==> src/rtl/ee_pkg.sv <==
`timescale 1ns/1ps
// Shared constants and types for the two-wire EEPROM slave.
// Assumes one word-address byte and byte-wide storage.
package ee_pkg;
    localparam int unsigned WORD_W = 8;
    localparam int unsigned ADDR_W = 8;
    localparam int unsigned DEPTH  = 1 << ADDR_W;
    localparam logic [3:0]  TYPE_CODE = 4'b1010;

    typedef enum logic [2:0] {
        ST_IDLE,
        ST_CTRL,
        ST_WADDR,
        ST_WDATA,
        ST_ACK,
        ST_RDATA,
        ST_RACK
    } ee_state_e;
endpackage

==> src/rtl/ee_glitch_filter.sv <==
`timescale 1ns/1ps
// Two-flop synchroniser followed by a persistence filter.
// The filtered level follows the input only after the new level has
// been seen for FILT_CYC consecutive clocks. Assumes FILT_CYC >= 2.
module ee_glitch_filter #(
    parameter int unsigned FILT_CYC = 4,
    parameter logic        RST_VAL  = 1'b1
) (
    input  logic clk,
    input  logic rst_n,
    input  logic line_i,
    output logic line_o
);
    localparam int unsigned CW = $clog2(FILT_CYC + 1);

    logic          s1_q, s2_q, lvl_q;
    logic [CW-1:0] run_q;

    // Synchronise the asynchronous pin.
    always_ff @(posedge clk) begin
        if (!rst_n) begin
            s1_q <= RST_VAL;
            s2_q <= RST_VAL;
        end else begin
            s1_q <= line_i;
            s2_q <= s1_q;
        end
    end

    // Count how long the synchronised level has differed from the output.
    always_ff @(posedge clk) begin
        if (!rst_n) begin
            lvl_q <= RST_VAL;
            run_q <= '0;
        end else if (s2_q == lvl_q) begin
            run_q <= '0;
        end else if (run_q == CW'(FILT_CYC - 1)) begin
            lvl_q <= s2_q;
            run_q <= '0;
        end else begin
            run_q <= run_q + CW'(1);
        end
    end

    assign line_o = lvl_q;

    // a new filtered level was present at the synchroniser for two clocks at least.
    a_r8_filter_persist: assert property (@(posedge clk) disable iff (!rst_n)
        !$stable(lvl_q) |-> ($past(s2_q, 1) == lvl_q) && ($past(s2_q, 2) == lvl_q));
endmodule

==> src/rtl/ee_bus_cond.sv <==
`timescale 1ns/1ps
// Decodes START, STOP and SCL edges from the filtered bus lines.
// Assumes both inputs are already synchronous and glitch free.
module ee_bus_cond (
    input  logic clk,
    input  logic rst_n,
    input  logic scl_f_i,
    input  logic sda_f_i,
    output logic start_o,
    output logic stop_o,
    output logic rise_o,
    output logic fall_o
);
    logic scl_d, sda_d;

    // Keep the previous filtered levels for edge detection.
    always_ff @(posedge clk) begin
        if (!rst_n) begin
            scl_d <= 1'b1;
            sda_d <= 1'b1;
        end else begin
            scl_d <= scl_f_i;
            sda_d <= sda_f_i;
        end
    end

    // SDA edges while SCL stays high are bus conditions; SCL edges clock bits.
    always_comb begin
        start_o = scl_f_i & scl_d & sda_d & ~sda_f_i;
        stop_o  = scl_f_i & scl_d & ~sda_d & sda_f_i;
        rise_o  = scl_f_i & ~scl_d;
        fall_o  = ~scl_f_i & scl_d;
    end
endmodule

==> src/rtl/ee_sda_hold.sv <==
`timescale 1ns/1ps
// Applies the requested SDA drive only HOLD_CYC clocks after each
// falling SCL edge, so data never moves near the edge. An abort
// (START/STOP) releases the line at once. Assumes HOLD_CYC >= 2.
module ee_sda_hold #(
    parameter int unsigned HOLD_CYC = 8
) (
    input  logic clk,
    input  logic rst_n,
    input  logic fall_i,
    input  logic abort_i,
    input  logic want_i,
    output logic oe_o
);
    localparam int unsigned HW = $clog2(HOLD_CYC + 1);

    logic [HW-1:0] dly_q;

    // Delay counter and output register for the drive enable.
    always_ff @(posedge clk) begin
        if (!rst_n) begin
            dly_q <= '0;
            oe_o  <= 1'b0;
        end else if (abort_i) begin
            dly_q <= '0;
            oe_o  <= 1'b0;
        end else if (fall_i) begin
            dly_q <= HW'(HOLD_CYC);
        end else if (dly_q != '0) begin
            dly_q <= dly_q - HW'(1);
            if (dly_q == HW'(1)) begin
                oe_o <= want_i;
            end
        end
    end

    // the drive enable does not move in the clock right after an SCL fall.
    a_r9_hold_after_fall: assert property (@(posedge clk) disable iff (!rst_n)
        fall_i && !abort_i |=> $stable(oe_o));
endmodule

==> src/rtl/ee_prog_timer.sv <==
`timescale 1ns/1ps
// Program-cycle timer: busy for nbytes x BUSY_CYC clocks after a go
// pulse with a non-zero byte count.
module ee_prog_timer #(
    parameter int unsigned BUSY_CYC = 20000,
    parameter int unsigned PAGE_MAX = 16,
    localparam int unsigned NW = $clog2(PAGE_MAX + 1)
) (
    input  logic          clk,
    input  logic          rst_n,
    input  logic          go_i,
    input  logic [NW-1:0] nbytes_i,
    output logic          busy_o
);
    localparam int unsigned TW = $clog2(BUSY_CYC * PAGE_MAX + 1);

    logic [TW-1:0] left_q;

    // Load the scaled duration on go, then count down to zero.
    always_ff @(posedge clk) begin
        if (!rst_n) begin
            left_q <= '0;
        end else if (go_i && nbytes_i != '0) begin
            left_q <= TW'(nbytes_i) * TW'(BUSY_CYC);
        end else if (left_q != '0) begin
            left_q <= left_q - TW'(1);
        end
    end

    assign busy_o = (left_q != '0);

    // a finished write with data makes the device busy on the next clock.
    a_r7_busy_start: assert property (@(posedge clk) disable iff (!rst_n)
        go_i && nbytes_i != '0 |=> busy_o);
endmodule

==> src/rtl/eeprom_2w_slave.sv <==
`timescale 1ns/1ps
// Two-wire serial EEPROM slave with 256 x 8 register storage.
// Filters SCL/SDA, decodes bus conditions, runs the byte protocol,
// holds the word pointer and models the program-cycle busy time.
// Assumes the bus clock's low and high phases each exceed
// 2 + FILT_CYC + HOLD_CYC system clocks.
module eeprom_2w_slave #(
    parameter int unsigned FILT_CYC = 4,
    parameter int unsigned HOLD_CYC = 8,
    parameter int unsigned BUSY_CYC = 20000,
    parameter int unsigned PAGE_MAX = 16
) (
    input  logic       clk,
    input  logic       rst_n,
    input  logic       scl_i,
    input  logic       sda_i,
    input  logic [2:0] strap_i,
    output logic       sda_oe_o
);
    import ee_pkg::*;

    localparam int unsigned NW = $clog2(PAGE_MAX + 1);

    logic [1:0] raw_w, filt_w;
    logic       scl_f, sda_f;
    logic       cond_start, cond_stop, scl_rise, scl_fall;
    logic       busy, want_oe, ctrl_match;

    ee_state_e         st, nxt;
    logic [3:0]        bcnt;
    logic [WORD_W-1:0] shreg, txreg;
    logic [ADDR_W-1:0] ptr;
    logic [NW-1:0]     nwr;
    logic              mack;
    logic [WORD_W-1:0] mem [DEPTH];

    assign raw_w = {sda_i, scl_i};

    // One filter per bus line.
    for (genvar g = 0; g < 2; g++) begin : g_filt
        ee_glitch_filter #(
            .FILT_CYC (FILT_CYC),
            .RST_VAL  (1'b1)
        ) u_filt (
            .clk    (clk),
            .rst_n  (rst_n),
            .line_i (raw_w[g]),
            .line_o (filt_w[g])
        );
    end

    assign scl_f = filt_w[0];
    assign sda_f = filt_w[1];

    ee_bus_cond u_cond (
        .clk     (clk),
        .rst_n   (rst_n),
        .scl_f_i (scl_f),
        .sda_f_i (sda_f),
        .start_o (cond_start),
        .stop_o  (cond_stop),
        .rise_o  (scl_rise),
        .fall_o  (scl_fall)
    );

    ee_prog_timer #(
        .BUSY_CYC (BUSY_CYC),
        .PAGE_MAX (PAGE_MAX)
    ) u_timer (
        .clk      (clk),
        .rst_n    (rst_n),
        .go_i     (cond_start | cond_stop),
        .nbytes_i (nwr),
        .busy_o   (busy)
    );

    // Requested SDA drive for the current bit slot.
    always_comb begin
        unique case (st)
            ST_ACK:   want_oe = 1'b1;
            ST_RDATA: want_oe = ~txreg[WORD_W-1];
            default:  want_oe = 1'b0;
        endcase
    end

    ee_sda_hold #(
        .HOLD_CYC (HOLD_CYC)
    ) u_hold (
        .clk     (clk),
        .rst_n   (rst_n),
        .fall_i  (scl_fall),
        .abort_i (cond_start | cond_stop),
        .want_i  (want_oe),
        .oe_o    (sda_oe_o)
    );

    assign ctrl_match = (shreg[WORD_W-1:1] == {TYPE_CODE, strap_i});

    // Byte protocol, word pointer, page counter and storage array.
    always_ff @(posedge clk) begin
        if (!rst_n) begin
            st    <= ST_IDLE;
            nxt   <= ST_IDLE;
            bcnt  <= '0;
            shreg <= '0;
            txreg <= '0;
            ptr   <= '0;
            nwr   <= '0;
            mack  <= 1'b0;
            for (int i = 0; i < int'(DEPTH); i++) begin
                mem[i] <= '0;
            end
        end else if (cond_start) begin
            st   <= ST_CTRL;
            bcnt <= '0;
            nwr  <= '0;
        end else if (cond_stop) begin
            st   <= ST_IDLE;
            bcnt <= '0;
            nwr  <= '0;
        end else begin
            unique case (st)
                ST_CTRL, ST_WADDR, ST_WDATA: begin
                    if (scl_rise && bcnt != 4'd8) begin
                        shreg <= {shreg[WORD_W-2:0], sda_f};
                        bcnt  <= bcnt + 4'd1;
                    end else if (scl_fall && bcnt == 4'd8) begin
                        bcnt <= '0;
                        if (st == ST_CTRL) begin
                            if (ctrl_match && !busy) begin
                                st  <= ST_ACK;
                                nxt <= shreg[0] ? ST_RDATA : ST_WADDR;
                            end else begin
                                st <= ST_IDLE;
                            end
                        end else if (st == ST_WADDR) begin
                            ptr <= shreg;
                            st  <= ST_ACK;
                            nxt <= ST_WDATA;
                        end else begin
                            mem[ptr] <= shreg;
                            ptr      <= ptr + ADDR_W'(1);
                            if (nwr != NW'(PAGE_MAX)) begin
                                nwr <= nwr + NW'(1);
                            end
                            st  <= ST_ACK;
                            nxt <= ST_WDATA;
                        end
                    end
                end
                ST_ACK: begin
                    if (scl_fall) begin
                        st   <= nxt;
                        bcnt <= '0;
                        if (nxt == ST_RDATA) begin
                            txreg <= mem[ptr];
                            ptr   <= ptr + ADDR_W'(1);
                        end
                    end
                end
                ST_RDATA: begin
                    if (scl_fall) begin
                        if (bcnt == 4'd7) begin
                            st   <= ST_RACK;
                            bcnt <= '0;
                        end else begin
                            txreg <= {txreg[WORD_W-2:0], 1'b0};
                            bcnt  <= bcnt + 4'd1;
                        end
                    end
                end
                ST_RACK: begin
                    if (scl_rise) begin
                        mack <= ~sda_f;
                    end else if (scl_fall) begin
                        if (mack) begin
                            st    <= ST_RDATA;
                            txreg <= mem[ptr];
                            ptr   <= ptr + ADDR_W'(1);
                        end else begin
                            st <= ST_IDLE;
                        end
                    end
                end
                default: ;
            endcase
        end
    end

    // a START always restarts control-byte reception.
    a_r10_start_restart: assert property (@(posedge clk) disable iff (!rst_n)
        cond_start |=> st == ST_CTRL);

    // a STOP always returns the protocol to idle.
    a_r10_stop_idle: assert property (@(posedge clk) disable iff (!rst_n)
        cond_stop |=> st == ST_IDLE);

    // a control byte ending while the program timer runs is refused.
    a_r7_busy_refuse: assert property (@(posedge clk) disable iff (!rst_n)
        busy && st == ST_CTRL && scl_fall && bcnt == 4'd8 |=> st == ST_IDLE);

    // SDA is never pulled while the slave is idle.
    a_r2_idle_released: assert property (@(posedge clk) disable iff (!rst_n)
        sda_oe_o |-> st != ST_IDLE);
endmodule

==> config.mk <==
export PLATFORM = sky130hd
export DESIGN_NAME = eeprom_2w_slave
export DESIGN_NICKNAME = d
export VERILOG_FILES = /design/src/rtl/ee_pkg.sv /design/src/rtl/ee_glitch_filter.sv /design/src/rtl/ee_bus_cond.sv /design/src/rtl/ee_sda_hold.sv /design/src/rtl/ee_prog_timer.sv /design/src/rtl/eeprom_2w_slave.sv
export SDC_FILE = /design/constraint.sdc
export NUM_CORES = 2
export LEC_CHECK = 0
export CAP_MARGIN = 20
export CORE_ASPECT_RATIO = 1.25
export CORE_MARGIN = 8
export CORE_UTILIZATION = 40
export DETAILED_ROUTE_END_ITERATION = 6
export DONT_BUFFER_PORTS = 1
export PLACE_DENSITY = 0.6
export SLEW_MARGIN = 20
export SYNTH_ARGS = -nofsm -noshare
export SYNTH_HDL_FRONTEND = slang
export SYNTH_SLANG_ARGS = --single-unit
==> constraint.sdc <==
create_clock -name clk -period 3.1 [get_ports clk]
set_input_delay 0.775 -clock clk [delete_from_list [all_inputs] [get_ports clk]]
set_output_delay 0.775 -clock clk [all_outputs]
set_load 0.1 [all_outputs]
==> flow_summary.yaml <==
global_routing:
  grt_pass1_wl_um: 453200
  grt_overflow: 0
  grtUsageTotal: 0.2253
  grt_max_degree: 313
  antenna_found_initial: 11
  grt_pass1_vias: 64230
clock_network:
  path_clk_slew_ps: 70
  cts_buffers: 214
  clock_latency_ps: 880
  clockBufferDepth: 4
  clockRootBuffer: "clkbuf_16"
  htreeDepth: 4
  cts_tree: "yes"
  clock_sinks: 2134
sta:
  rsz0062_at_grt: "true"
  relSlewSlack: 0.06580
  hold_viol: 0
  slew_violations: 0
  finalSetupViolations: 0
  tightest_slew_ps: 1401
  finalCritPeriodShare: 0.9965
  skew_ps: 92.13
  period_needed_ps: 3089
  fmax_mhz: 323.7
die:
  die_h_um: 576.3
  row_count: 205
  die_area_um2: 267600
  die_w_um: 464.3
  io_pins: 8
  start_util: 0.4025
  design.core.area_um2: 249600
critical_path:
  end_kind: "flop"
  cp.required_ps: 3880
  cpPeakStageDelay_ps: 410
  crit_path_top_delay_cell: "dfxtp_4"
  crit_family: "compound AO/OA/AOI/OAI gates"
  cp_max_fo: 38
  crit_buf_inv: 3
  r2r_cells: 10
  path_class: "reg2reg"
  path_common_cell: "buf_4"
  cp-start-kind: "flop"
  worst-endpoint-arrival_ps: 3870
  cp_cell_sequence: "buf_12, buf_4, mux4_2, and2_1, a2111oi_0, buf_4, a41oi_1, nand4_1, o21ai_1, o211a_1"
  r2r_slack_ps: 10
  worstReg2RegEnd: "txreg[3]"
drt:
  dr.pass1.iters: 6
  wl_per_cell_um: 29.28
  initialDrtViolationCount: 7234
  vias: 64390
  antenna_left: 0
  drc: 0
  routed_wl_um: 313600
  via_per_inst: 6.012
cells_and_area:
  nNetsFinal: 7280
  final_common_cell: "edfxtp_1"
  post-route-util: 0.4633
  design_area_um2: 115600
  multi_input_area_um2: 33950
  layout_common_cells: "edfxtp_1, and3_1, buf_4"
  register_area_um2: 63270
  fillers: 21440
  area_delta_synth_final_pct: 15.09
  drive_gt1_frac: 0.2280
logic_synthesis:
  synth_area_per_cell_um2: 13.99
  ys_ff_latch: 2134
  synth_top_family_by_area: "simple AND/OR/NAND/NOR gates"
  synth_fp_nets: 7232
  synthDistinctLibCells: 75
  synth_xor_area_frac: 0.002877
  synthTopCellsByArea: "edfxtp_1, and3_1, mux4_2"
  synth_top_flop_cell: "edfxtp_1"
  yosysWarningCount: 0
  synthArstFlopShare: 0
  yosysSeqAreaShare: 0.6293
  synth_mux_area_frac: 0.1294
  synth_fa_ha_area_frac: 0.005530
  synth_compound_area_frac: 0.02496
  synth_area_leader_cell: "edfxtp_1"
  synth_area_um2: 100500
  synthCells: 7183
  synth_edf_count: 2048
  synth_top_area_share: 0.6122
  synthSimpleGateAreaFrac: 0.1702
power:
  cellLeakagePower_uw: 0.04541
  p_per_area_nw_per_um2: 532.9
  ir_drop_mv: 0.4621
hold_path:
  hold_end: "g_filt[1].u_filt.s1_q"
  worstHoldPathCells: 1
  min_path_type: "in2reg"
  min_from: "sda_i"
placement:
  routabilityCongestion: 0.9150
  placed_cell_area_um2: 108100
  dpl.hpwl_um: 199800
  io_buffer_count: 0
run:
  drv_cap: 0
outcome:
  run_status: "finished clean"
-- power by group --
part           internal (µW)  switching (µW)
clock network          14400           11300
logic                   1100            1410
registers              32900             484
-- how the worst max path moves through the flow --
| stage | from | end | depth (start not counted) |
|---|---|---|---|
| 2_1_floorplan | rst_n | mem[160][0] | 7 |
| 3_3_place_gp | flop | txreg[4] | 10 |
| 3_5_place_dp | flop | txreg[4] | 10 |
| 4_1_cts | flop | txreg[2] | 9 |
| 5_1_grt | flop | txreg[4] | 10 |
| 6_report | flop | txreg[3] | 10 |
-- cell type report --
cell class / count / share of cell area
flip-flops and latches: 2134 / 0.5472
multi-input cells: 4123 / 0.2936
repair buffers: 733 / 0.06463
clock buffers: 274 / 0.04878
well taps: 3312 / 0.03584
clock inverters: 106 / 0.009079
inverters: 25 / 0.0008116
diodes: 3 / 0.00006493
-- cells by family after synthesis --
| family | Yosys count |
|---|---|
| AOI/OAI and AO/OA | 368 |
| buffers and inverters | 926 |
| xor gates and xnor gates | 33 |
| muxes | 655 |
| and+or+nand+nor | 3025 |
| adders and majority gates | 42 |
| DFF | 2134 |
-- metrics by stage --
| stage | TNS, ps | worst slack (ps) | hold WS (ps) | std cells | power, µW |
|---|---|---|---|---|---|
| detailed placement | -1440 | -570.9 | 416.4 | 10300 | 36540 |
| global placement | -1926 | -876.5 | 406.4 | 10300 | 36400 |
| floorplan | -1922 | -34.40 | 386.3 | 7183 | 35380 |
| finish | 0 | 10.98 | 55.61 | 10710 | 61620 |
| CTS | -184.5 | -52.83 | 0.8758 | 10690 | 61870 |
| global route | -90.77 | -28.16 | 28.69 | 10710 | 63120 |
-- sequential cells by signal (all words and copies together), names as in the netlist, 3 cells and up, named ones only --
signal / cells
u_hold.dly_q: 4
g_filt.u_filt.run_q: 6
txreg: 8
mem: 2048
nwr: 5
st: 3
bcnt: 4
ptr: 8
u_timer.left_q: 19
nxt: 3
shreg: 8
-- cells in the mapped netlist (all sizes together) (29+ instances only) --
cell    instances
a21oi          52
a22oi          29
and2          210
and3         1863
buf           167
clkbuf        734
dfxtp          86
edfxtp       2048
ha             38
mux2i         115
mux4          512
nand2         576
nand2b         32
nand3          32
nor2          145
nor2b          49
nor3           53
o21ai          75
o22ai          56
-- per-layer routing --
metal / vias up / routed length (µm) / track usage / part of all wire
met5: - / 26 / 0 / 0.000083
met1: 33300 / 116000 / 0.2784 / 0.37
met3: 696 / 22600 / 0.03101 / 0.072
met4: 4 / 18640 / 0.1130 / 0.059
met2: 2821 / 156300 / 0.3880 / 0.50
li1: 27570 / - / - / -
-- timing repair --
| action | 4_1_cts | 5_1_grt |
|---|---|---|
| hold endpoints to repair | 1 | 0 |
| gates resized for setup | 31 | 64 |
| setup endpoints to repair | 8 | 96 |
| pin swaps | 4 | 4 |
| gates cloned | 5 | 2 |
| hold buffers | 1 | 0 |
| setup buffers | 8 | 16 |
(Power assumes the default switching activity.)
